`src/rtl/qwb_pkg.sv`:
```
package qwb_pkg;
  localparam int OP_W = 3;

  typedef enum logic [OP_W-1:0] {
    OP_NONE     = 3'd0,
    OP_SET_WIP  = 3'd1,
    OP_GET_WIP  = 3'd2,
    OP_SET_DR   = 3'd3,
    OP_GET_DR   = 3'd4,
    OP_DR2WIP   = 3'd5
  } qwb_op_e;
endpackage

```
`src/rtl/qwb_cmd_decode.sv`:
```
module qwb_cmd_decode
  import qwb_pkg::*;
#(
  parameter int NUM_ARR = 4,
  parameter int ARR_W   = 2
) (
  input  logic               take,
  input  logic [OP_W-1:0]    op,
  input  logic [ARR_W-1:0]   arr,
  output logic [NUM_ARR-1:0] set_wip,
  output logic [NUM_ARR-1:0] set_dr,
  output logic [NUM_ARR-1:0] dr2wip,
  output logic               get_wip,
  output logic               get_dr
);
  logic [NUM_ARR-1:0] arr_hot;
  logic is_set_wip, is_set_dr, is_copy;

  for (genvar g = 0; g < NUM_ARR; g++) begin : g_hit
    assign arr_hot[g] = (arr == ARR_W'(g));
  end

  always_comb begin
    is_set_wip = 1'b0;
    is_set_dr  = 1'b0;
    is_copy    = 1'b0;
    get_wip    = 1'b0;
    get_dr     = 1'b0;
    if (take) begin
      case (qwb_op_e'(op))
        OP_SET_WIP: is_set_wip = 1'b1;
        OP_GET_WIP: get_wip    = 1'b1;
        OP_SET_DR:  is_set_dr  = 1'b1;
        OP_GET_DR:  get_dr     = 1'b1;
        OP_DR2WIP:  is_copy    = 1'b1;
        default:    ;
      endcase
    end
  end

  assign set_wip = arr_hot & {NUM_ARR{is_set_wip}};
  assign set_dr  = arr_hot & {NUM_ARR{is_set_dr}};
  assign dr2wip  = arr_hot & {NUM_ARR{is_copy}};
endmodule

```
`src/rtl/qwb_array_regs.sv`:
```
module qwb_array_regs #(
  parameter int WIPER_W = 6,
  parameter int NUM_DR  = 4,
  parameter int REG_W   = 2
) (
  input  logic                      clk,
  input  logic                      rst_n,
  input  logic                      set_wip,
  input  logic                      set_dr,
  input  logic                      dr2wip,
  input  logic [REG_W-1:0]          reg_sel,
  input  logic [WIPER_W-1:0]        wdata,
  output logic [WIPER_W-1:0]        wiper,
  output logic [NUM_DR*WIPER_W-1:0] dr_flat
);
  logic [WIPER_W-1:0] dr_q [NUM_DR];

  always_ff @(posedge clk or negedge rst_n) begin
    if (!rst_n) begin
      for (int i = 0; i < NUM_DR; i++) dr_q[i] <= '0;
    end else if (set_dr) begin
      dr_q[reg_sel] <= wdata;
    end
  end

  always_ff @(posedge clk or negedge rst_n) begin
    if (!rst_n) begin
      wiper <= '0;
    end else if (set_wip) begin
      wiper <= wdata;
    end else if (dr2wip) begin
      wiper <= dr_q[reg_sel];
    end
  end

  for (genvar g = 0; g < NUM_DR; g++) begin : g_flat
    assign dr_flat[g*WIPER_W +: WIPER_W] = dr_q[g];
  end
endmodule

```
`src/rtl/qwb_tap_decode.sv`:
```
module qwb_tap_decode #(
  parameter int WIPER_W = 6,
  localparam int TAPS   = 1 << WIPER_W
) (
  input  logic [WIPER_W-1:0] wiper,
  output logic [TAPS-1:0]    sel
);
  for (genvar g = 0; g < TAPS; g++) begin : g_tap
    assign sel[g] = (wiper == WIPER_W'(g));
  end
endmodule

```
`src/rtl/qwb_rsp_stage.sv`:
```
module qwb_rsp_stage #(
  parameter int NUM_ARR = 4,
  parameter int NUM_DR  = 4,
  parameter int WIPER_W = 6,
  parameter int ARR_W   = 2,
  parameter int REG_W   = 2
) (
  input  logic                              clk,
  input  logic                              rst_n,
  input  logic                              get_wip,
  input  logic                              get_dr,
  input  logic [ARR_W-1:0]                  arr,
  input  logic [REG_W-1:0]                  reg_sel,
  input  logic [NUM_ARR*WIPER_W-1:0]        wip_flat,
  input  logic [NUM_ARR*NUM_DR*WIPER_W-1:0] dr_flat,
  input  logic                              rsp_ready,
  output logic                              rsp_valid,
  output logic [WIPER_W-1:0]                rsp_data
);
  logic [WIPER_W-1:0] pick;

  always_comb begin
    if (get_dr)
      pick = dr_flat[(int'(arr)*NUM_DR + int'(reg_sel))*WIPER_W +: WIPER_W];
    else
      pick = wip_flat[int'(arr)*WIPER_W +: WIPER_W];
  end

  always_ff @(posedge clk or negedge rst_n) begin
    if (!rst_n) begin
      rsp_valid <= 1'b0;
      rsp_data  <= '0;
    end else if (get_wip || get_dr) begin
      rsp_valid <= 1'b1;
      rsp_data  <= pick;
    end else if (rsp_ready) begin
      rsp_valid <= 1'b0;
    end
  end
endmodule

```
`src/rtl/quad_wiper_bank.sv`:
```
module quad_wiper_bank
  import qwb_pkg::*;
#(
  parameter int NUM_ARR = 4,
  parameter int NUM_DR  = 4,
  parameter int WIPER_W = 6,
  localparam int ARR_W  = $clog2(NUM_ARR),
  localparam int REG_W  = $clog2(NUM_DR),
  localparam int TAPS   = 1 << WIPER_W
) (
  input  logic                    clk,
  input  logic                    rst_n,
  input  logic                    cmd_valid,
  output logic                    cmd_ready,
  input  logic [OP_W-1:0]         cmd_op,
  input  logic [ARR_W-1:0]        cmd_arr,
  input  logic [REG_W-1:0]        cmd_reg,
  input  logic [WIPER_W-1:0]      cmd_data,
  output logic                    rsp_valid,
  input  logic                    rsp_ready,
  output logic [WIPER_W-1:0]      rsp_data,
  output logic [NUM_ARR*TAPS-1:0] tap_sel
);
  logic                              take;
  logic [NUM_ARR-1:0]                set_wip, set_dr, dr2wip;
  logic                              get_wip, get_dr;
  logic [NUM_ARR*WIPER_W-1:0]        wip_flat;
  logic [NUM_ARR*NUM_DR*WIPER_W-1:0] dr_flat;

  assign cmd_ready = !rsp_valid || rsp_ready;
  assign take      = cmd_valid && cmd_ready;

  qwb_cmd_decode #(.NUM_ARR(NUM_ARR), .ARR_W(ARR_W)) u_dec (
    .take(take), .op(cmd_op), .arr(cmd_arr),
    .set_wip(set_wip), .set_dr(set_dr), .dr2wip(dr2wip),
    .get_wip(get_wip), .get_dr(get_dr)
  );

  for (genvar g = 0; g < NUM_ARR; g++) begin : g_arr
    qwb_array_regs #(.WIPER_W(WIPER_W), .NUM_DR(NUM_DR), .REG_W(REG_W)) u_regs (
      .clk(clk), .rst_n(rst_n),
      .set_wip(set_wip[g]), .set_dr(set_dr[g]), .dr2wip(dr2wip[g]),
      .reg_sel(cmd_reg), .wdata(cmd_data),
      .wiper(wip_flat[g*WIPER_W +: WIPER_W]),
      .dr_flat(dr_flat[g*NUM_DR*WIPER_W +: NUM_DR*WIPER_W])
    );
    qwb_tap_decode #(.WIPER_W(WIPER_W)) u_tap (
      .wiper(wip_flat[g*WIPER_W +: WIPER_W]),
      .sel(tap_sel[g*TAPS +: TAPS])
    );
  end

  qwb_rsp_stage #(
    .NUM_ARR(NUM_ARR), .NUM_DR(NUM_DR), .WIPER_W(WIPER_W),
    .ARR_W(ARR_W), .REG_W(REG_W)
  ) u_rsp (
    .clk(clk), .rst_n(rst_n),
    .get_wip(get_wip), .get_dr(get_dr),
    .arr(cmd_arr), .reg_sel(cmd_reg),
    .wip_flat(wip_flat), .dr_flat(dr_flat),
    .rsp_ready(rsp_ready), .rsp_valid(rsp_valid), .rsp_data(rsp_data)
  );
endmodule

```
`config.mk`:
```
export PLATFORM = sky130hd
export DESIGN_NAME = quad_wiper_bank
export DESIGN_NICKNAME = d
export VERILOG_FILES = /design/src/rtl/qwb_pkg.sv /design/src/rtl/qwb_cmd_decode.sv /design/src/rtl/qwb_array_regs.sv /design/src/rtl/qwb_tap_decode.sv /design/src/rtl/qwb_rsp_stage.sv /design/src/rtl/quad_wiper_bank.sv
export SDC_FILE = /design/constraint.sdc
export NUM_CORES = 1
export LEC_CHECK = 0
export BUFFER_PORTS_ARGS = -buffer_cell sky130_fd_sc_hd__buf_2
export CAP_MARGIN = 20
export CORE_ASPECT_RATIO = 0.9
export CORE_MARGIN = 4
export CORE_UTILIZATION = 45
export DETAILED_ROUTE_END_ITERATION = 8
export HOLD_SLACK_MARGIN = 0.02
export PLACE_DENSITY_LB_ADDON = 0.1
export SETUP_SLACK_MARGIN = 0.4
export SLEW_MARGIN = 10
export SYNTH_ARGS = -nofsm -noshare
export SYNTH_HDL_FRONTEND = slang
export SYNTH_SLANG_ARGS = --single-unit
```
`constraint.sdc`:
```
create_clock -name clk -period 3.9 [get_ports clk]
set_clock_uncertainty 0.1 [all_clocks]
set_input_delay 0.975 -clock clk [delete_from_list [all_inputs] [get_ports clk]]
set_output_delay 0.975 -clock clk [all_outputs]
set_load 0.01 [all_outputs]
```
* Word-level counts from Yosys, hierarchy flattened
Index checks and enable logic that the tools add are counted.
** Word-level totals
- Register bits :: 127
- Word-level logic and storage cells :: 347
** Operators by class
- $add $sub $neg :: 1
- Multipliers :: 2
- $lt $le $gt $ge :: 2
- Eq/ne operators :: 260
- Shifts and indexed selects :: 2
- Mux-type cells :: 39
- Bitwise operators :: 4
- Reductions and logical operators :: 15
** Operators with widths (count)
- $eq A6 B6 Y1 const B :: 128
- $eq A6 B5 Y1 const B :: 64
- $eq A6 B4 Y1 const B :: 32
- $mux W6 :: 18
- $bwmux W24 :: 4
- $eq A6 B3 Y1 const B :: 16
- $shiftx A96 B32 Y6 :: 1
- $bmux W6 S2 :: 4
- $eq A6 B2 Y1 const B :: 8
- $mul A32 B3 Y31 const B :: 1
- $shiftx A24 B32 Y6 :: 1
- $eq A6 B1 Y1 const B :: 4
- $logic_not A6 Y1 :: 4
- $and A4 B4 Y4 :: 3
- $demux W6 S2 :: 1
- $mux W1 :: 12
- $reduce_bool A2 Y1 :: 5
- $eq A3 B2 Y1 const B :: 2
- $eq A3 B3 Y1 const B :: 2
- $add A4 B2 Y5 :: 1
- $eq A2 B2 Y1 const B :: 2
- $mul A2 B2 Y4 const B :: 1
- $eq A3 B1 Y1 const B :: 1
- $ge A3 B3 Y1 const B :: 1
- 7 further kinds :: 9

* Depth between registers and ports, before layout
- Depth after elaboration :: 7
- Gate-level depth with buffers :: 14

* By module
From an unflattened synthesis, not the netlist that was laid out.
** Second synthesis, totals
- Cell total of the unflattened synthesis :: 876
- Area total of the unflattened synthesis :: 8689.6 um^2
** Modules (own cells, without submodules)
- qwb_array_regs :: times used 4, cells an instance 86, area an instance 1350.0 um^2, sequential area each 750.7 um^2
- qwb_tap_decode :: times used 4, cells an instance 95, area an instance 461.7 um^2, sequential area each 0.0 um^2
- qwb_rsp_stage :: times used 1, cells an instance 129, area an instance 1307.5 um^2, sequential area each 175.2 um^2
- qwb_cmd_decode :: times used 1, cells an instance 21, area an instance 112.6 um^2, sequential area each 0.0 um^2
- quad_wiper_bank :: times used 1, cells an instance 2, area an instance 22.5 um^2, sequential area each 0.0 um^2

* Worst setup path before layout
No wires, ideal clock.
- Path kind :: input to register
- From :: in cmd_arr[0]
- To :: reg u_rsp.rsp_data[1]
- Data arrival time :: 3.668 ns
- Path slack :: 0.055 ns
- Cell stages on the path :: 11
- Path buffers :: 4
- Cells stage by stage :: clkbuf_1 -> inv_1 -> ha_1 -> fa_1 -> clkbuf_1 -> buf_1 -> clkbuf_1 -> nor2_1 -> nand3_1 -> nand4_1 -> a21oi_1
** On the way
- Cells in the longest elaborated chain, start to end :: 4
- Elaborated cells on any way between the ends :: 6
- Classes of those cells :: add/sub (1); mul (2); shift (2); mux (1)
** Ends and longest elaborated chain
- start, declared :: RTL line quad_wiper_bank.sv:16 : input logic [ARR_W-1:0] cmd_arr,
- $add A4 B2 Y5 :: RTL line qwb_rsp_stage.sv:24 : pick = dr_flat[(int'(arr)*NUM_DR + int'(reg_sel))*WIPER_W +: WIPER_W];
- $mul A32 B3 Y31 :: RTL line qwb_rsp_stage.sv:24
- $shiftx A96 B32 Y6 :: RTL line qwb_rsp_stage.sv:24
- $mux W6 * :: RTL line qwb_rsp_stage.sv:23 : if (get_dr)
- end signal, assigned :: RTL line qwb_rsp_stage.sv:35 : rsp_data <= pick;
- end, declared :: RTL line qwb_rsp_stage.sv:18 : output logic [WIPER_W-1:0] rsp_data
Mark *: on every way between the ends. The rest lies on a longest branch, timed or not.
A chain may end at the register's enable or synchronous reset.

* Worst setup path in the final report
- From :: in cmd_arr[1]
- To :: reg u_rsp.rsp_data[3]
Same word-level chain as after synthesis.

==> reports/summary.md <==
Once detailed placement completed, the half-perimeter wirelength came to 26.2 mm. For the final routed database, the setup TNS stands at 0 ns. Among all flip-flop cells after synthesis, the most frequent one is sky130_fd_sc_hd__dfrtp_1. For the cell area after placement, the log shows 11300 sq um. After the last flow step, the layout net total stands at 1259. Counting buffers and inverters, the worst setup path is 9 cells deep. The flow ran to the end, and the final reports show no timing, DRC or antenna violations.

Wires add up to 33.5 mm. The maximum fanout encountered on the critical timing path is 27. The category of the worst setup path capture point is a flip-flop. The unique cell type count in the Yosys netlist was 48; the clock tree buffer depth was 2. The sequential cell area fraction in the yosys report is 32.6%.

The run gives 2 as the initial antenna violation count. Leaving out fill and tap cells, the most frequent cells in the layout are 278 x sky130_fd_sc_hd__buf_2, 273 x sky130_fd_sc_hd__nor2_1, 127 x sky130_fd_sc_hd__dfrtp_1. The wire length of the first global-routing pass was 51.5 mm.

Synthesis inferred 127 register bits. The clock tree synthesis step divided the H-tree into 4 levels. The footprint of the flip-flops and latches was 3180 sq um; the average footprint of a synthesized cell was 9.68 sq um. At the worst endpoint, the required time is 4.09 ns.

Setup violations remaining at the end of the flow were counted as 0. When the netlist entered floorplanning its net count stood at 1036. After global routing the overflow that remains totals 0. The power density over the cells came out at 386 nW/um^2. Counting every sink on the clock net gives 127. Of all cell types, the one taking the most synthesized area is sky130_fd_sc_hd__dfrtp_1.

The area growth from synthesis to final layout is 22.0%, and the switching power is 1560 uW. The setup path with the least slack is of type in2reg. The number of gates given a new drive strength after cts was 0; the insertion delay of the later-clocked pin in the worst-skew pair was 0.42 ns.

The tools report the hold violation count in the final report as 0. The min-delay analysis places its worst path in the category in2async. The design draws 4590 uW. Leaving out fill and tap cells, the most frequent cell in the layout is sky130_fd_sc_hd__buf_2. The signal on the critical path passes through buf_2 -> inv_1 -> ha_1 -> fa_1 -> buf_12 -> mux4_2 -> mux2_2 -> nand2_1 -> a31oi_1.

The number of enable-type register cells in the synthesized netlist is 0. Ranked by total cell area, the synthesized netlist is headed by sky130_fd_sc_hd__dfrtp_1 33%, sky130_fd_sc_hd__mux4_2 22%, sky130_fd_sc_hd__mux2_2 12%. Measured along the y axis, the die boundary spans 148 microns. The net switching share of the total power is 33.9%, and the post-CTS setup buffer count is 0. The final hold slack was 0.434 ns.

In the finished design, the share of the clock period the worst path needs comes to 82.1%. The count of pins over their slew limit is 0, and the fraction of synthesis flops using an asynchronous set or reset pin is 100%. Detailed-router iteration count before antenna repair: 7.

The initial utilization of the core area, before any placement, comes to 46.3%. After the first detailed-routing iteration, the DRC count stood at 824. The run gives 312 MHz as the highest clock frequency the design can meet. STA classifies the critical path startpoint as a primary input. The tools report the number of inserted filler cells in the final layout as 1877. Summing all multi-input logic gate instances after layout gives 6130 sq um. TritonCTS built the clock tree. The tools report the power share of the sequential group as 36.8%.

In this run the static leakage power is 0.00582 uW. The count of buffers added on input and output ports is 280. Including well taps, the total number of placed cells is 1496. In this run the critical register-to-register path is launched from u_rsp.rsp_valid. The run gives 28.0% as the relative contribution of combinational cells to total power.

On the critical path, the stage with the largest delay is an instance of sky130_fd_sc_hd__fa_1. The final instance area came out at 11900 sq um. The die covers 24100 sq um. The run gives 8434 as the number of global-route vias before repair.

The clock tree root driver cell was sky130_fd_sc_hd__clkbuf_16. The tools report the combined global-route utilization of all metal layers as 27.6%. The die width works out to 163 microns.

Buffers inserted during clock tree synthesis total 17. The worst register-to-register path ends at g_arr[3].u_regs.dr_flat[10]. Pin placement for this block handled 281 I/O pins. The internal portion of the total power is 3030 uW. The detail route stage leaves a number of antenna-violating nets equal to 0. The routed layout has 8832 vias. The depth of the most critical reg-to-reg path is 5, and the ratio of cells with drive above 1 in the final layout is 42.8%.

The maximum number of pins on one net before global-route repair came out at 56. The logs give 35.2% for the clock network fraction of total power and 0.942 for the placer's final routability congestion estimate. The largest single stage delay on the critical path is 0.60 ns. Clock-pin slew was measured on the worst setup and hold paths at 0.06 ns. The number of cells produced by synthesis was 1006.

For the arrival time of the worst setup path, the log shows 3.39 ns. The post-layout minimum cycle time works out to 3.20 ns. The logs give 0 for the max-cap violation count and 1.51 ns for the setup slack of the worst register-to-register path. The run gives 50 as the total number of placement rows. Dividing the detail-routed wire length by the instance count gives 21.9 microns. The average vias per placed instance is 5.77. The run gives 51.4% as the max-slew headroom at the worst pin. Together, buffers and inverters on the worst path number 3. The run gives 0.349 mV as the maximum VDD drop.

At the pin with the least slew margin, the transition time is 0.729 ns. In this run, post-CTS hold repair placed 0 buffers. For the placeable core region, the log shows 21000 sq um. In this run the cell area of the synthesized design comes to 9740 sq um.

Yosys printed 0 warnings. The number of cells in the finished layout apart from fillers was 1530. Of the post-synthesis cell area, the dominant cell type holds 32.6%.

Setup repair after global routing left no endpoint under its margin. In this design, the largest share of critical-path delay is due to adder cells. For this run, design rule violations remaining after detail routing come to 0.
[stage by stage]
stage,setup slack (ns),utilization (%)
after floorplan,0.400,-
after global placement,0.326,53.6
after detailed placement,0.280,53.6
after CTS,0.726,56.5
after global routing,0.598,56.5
final,0.700,56.5
[cells in the mapped netlist, types with 4 or more instances]
| master | instances |
|---|---|
| sky130_fd_sc_hd__a21oi_1 | 27 |
| sky130_fd_sc_hd__a31oi_1 | 4 |
| sky130_fd_sc_hd__buf_1 | 7 |
| sky130_fd_sc_hd__buf_2 | 6 |
| sky130_fd_sc_hd__buf_4 | 7 |
| sky130_fd_sc_hd__clkbuf_1 | 65 |
| sky130_fd_sc_hd__dfrtp_1 | 127 |
| sky130_fd_sc_hd__ha_1 | 12 |
| sky130_fd_sc_hd__inv_1 | 9 |
| sky130_fd_sc_hd__mux2_2 | 101 |
| sky130_fd_sc_hd__mux2i_1 | 16 |
| sky130_fd_sc_hd__mux4_2 | 96 |
| sky130_fd_sc_hd__nand2_1 | 100 |
| sky130_fd_sc_hd__nand2b_1 | 11 |
| sky130_fd_sc_hd__nand3_1 | 29 |
| sky130_fd_sc_hd__nand4_1 | 8 |
| sky130_fd_sc_hd__nor2_1 | 273 |
| sky130_fd_sc_hd__nor2b_1 | 25 |
| sky130_fd_sc_hd__nor3_1 | 5 |
| sky130_fd_sc_hd__o21ai_0 | 28 |
| sky130_fd_sc_hd__or2_2 | 8 |
[sequential cells by signal (all words and copies together) (netlist names)]
name / count
u_rsp.rsp_valid: 1
g_arr.u_regs.wiper: 24
g_arr.u_regs.dr_flat: 96
u_rsp.rsp_data: 6
[power groups by stage]
stage	clock, uW	sequential [uW]	combinational (uW)
after floorplan	0	1570	969
after global placement	0	1700	1270
after detailed placement	0	1700	1280
after CTS	1640	1680	1280
after global routing	1710	1710	1400
final	1620	1690	1290
[cells by family after synthesis]
| logic type | after synthesis | synth area share (%) |
|---|---|---|
| adder cells (fa/ha/maj) | 13 | 1.75 |
| AO/OA/AOI/OAI | 85 | 5.32 |
| buffers and inverters | 99 | 4.51 |
| multiplexers | 213 | 35.5 |
| flip-flops | 127 | 32.6 |
| AND/OR/NAND/NOR | 466 | 20.0 |
| XOR/XNOR | 3 | 0.270 |
[cell type report]
cell class              count  area share [%]
multi-input cells         780            51.6
inverters                  10           0.316
well taps                 286            3.01
diodes                      2          0.0421
flip-flops and latches    127            26.8
clock buffers              22            3.91
repair buffers            293            13.2
clock inverters            10            1.14
[worst reg2reg max path: cells and delay by family, from the launching register on]
family / cells / cell delay, ns
flip-flops: 1 / 0.39
multiplexers: 1 / 0.37
AND/OR/NAND/NOR: 4 / 1.40
[worst max-delay path by stage]
stage / startpoint / end / slack (ns)
2_1_floorplan: cmd_reg[0] / u_rsp.rsp_data[3] / 0.40
3_3_place_gp: cmd_arr[1] / u_rsp.rsp_data[3] / 0.33
3_5_place_dp: cmd_arr[1] / u_rsp.rsp_data[3] / 0.28
4_1_cts: cmd_arr[1] / u_rsp.rsp_data[3] / 0.73
5_1_grt: cmd_arr[1] / u_rsp.rsp_data[3] / 0.60
6_report: cmd_arr[1] / u_rsp.rsp_data[3] / 0.70
[routing by layer]
| metal | up-vias | track usage, % | share of wire [%] |
|---|---|---|---|
| li1 | 4016 | - | - |
| met1 | 4327 | 36.0 | 40 |
| met2 | 438 | 44.8 | 48 |
| met3 | 51 | 8.28 | 9.7 |
| met4 | 0 | 8.30 | 2.6 |
| met5 | - | 0 | 0 |
Note: power is estimated with default switching activity, not from simulation.
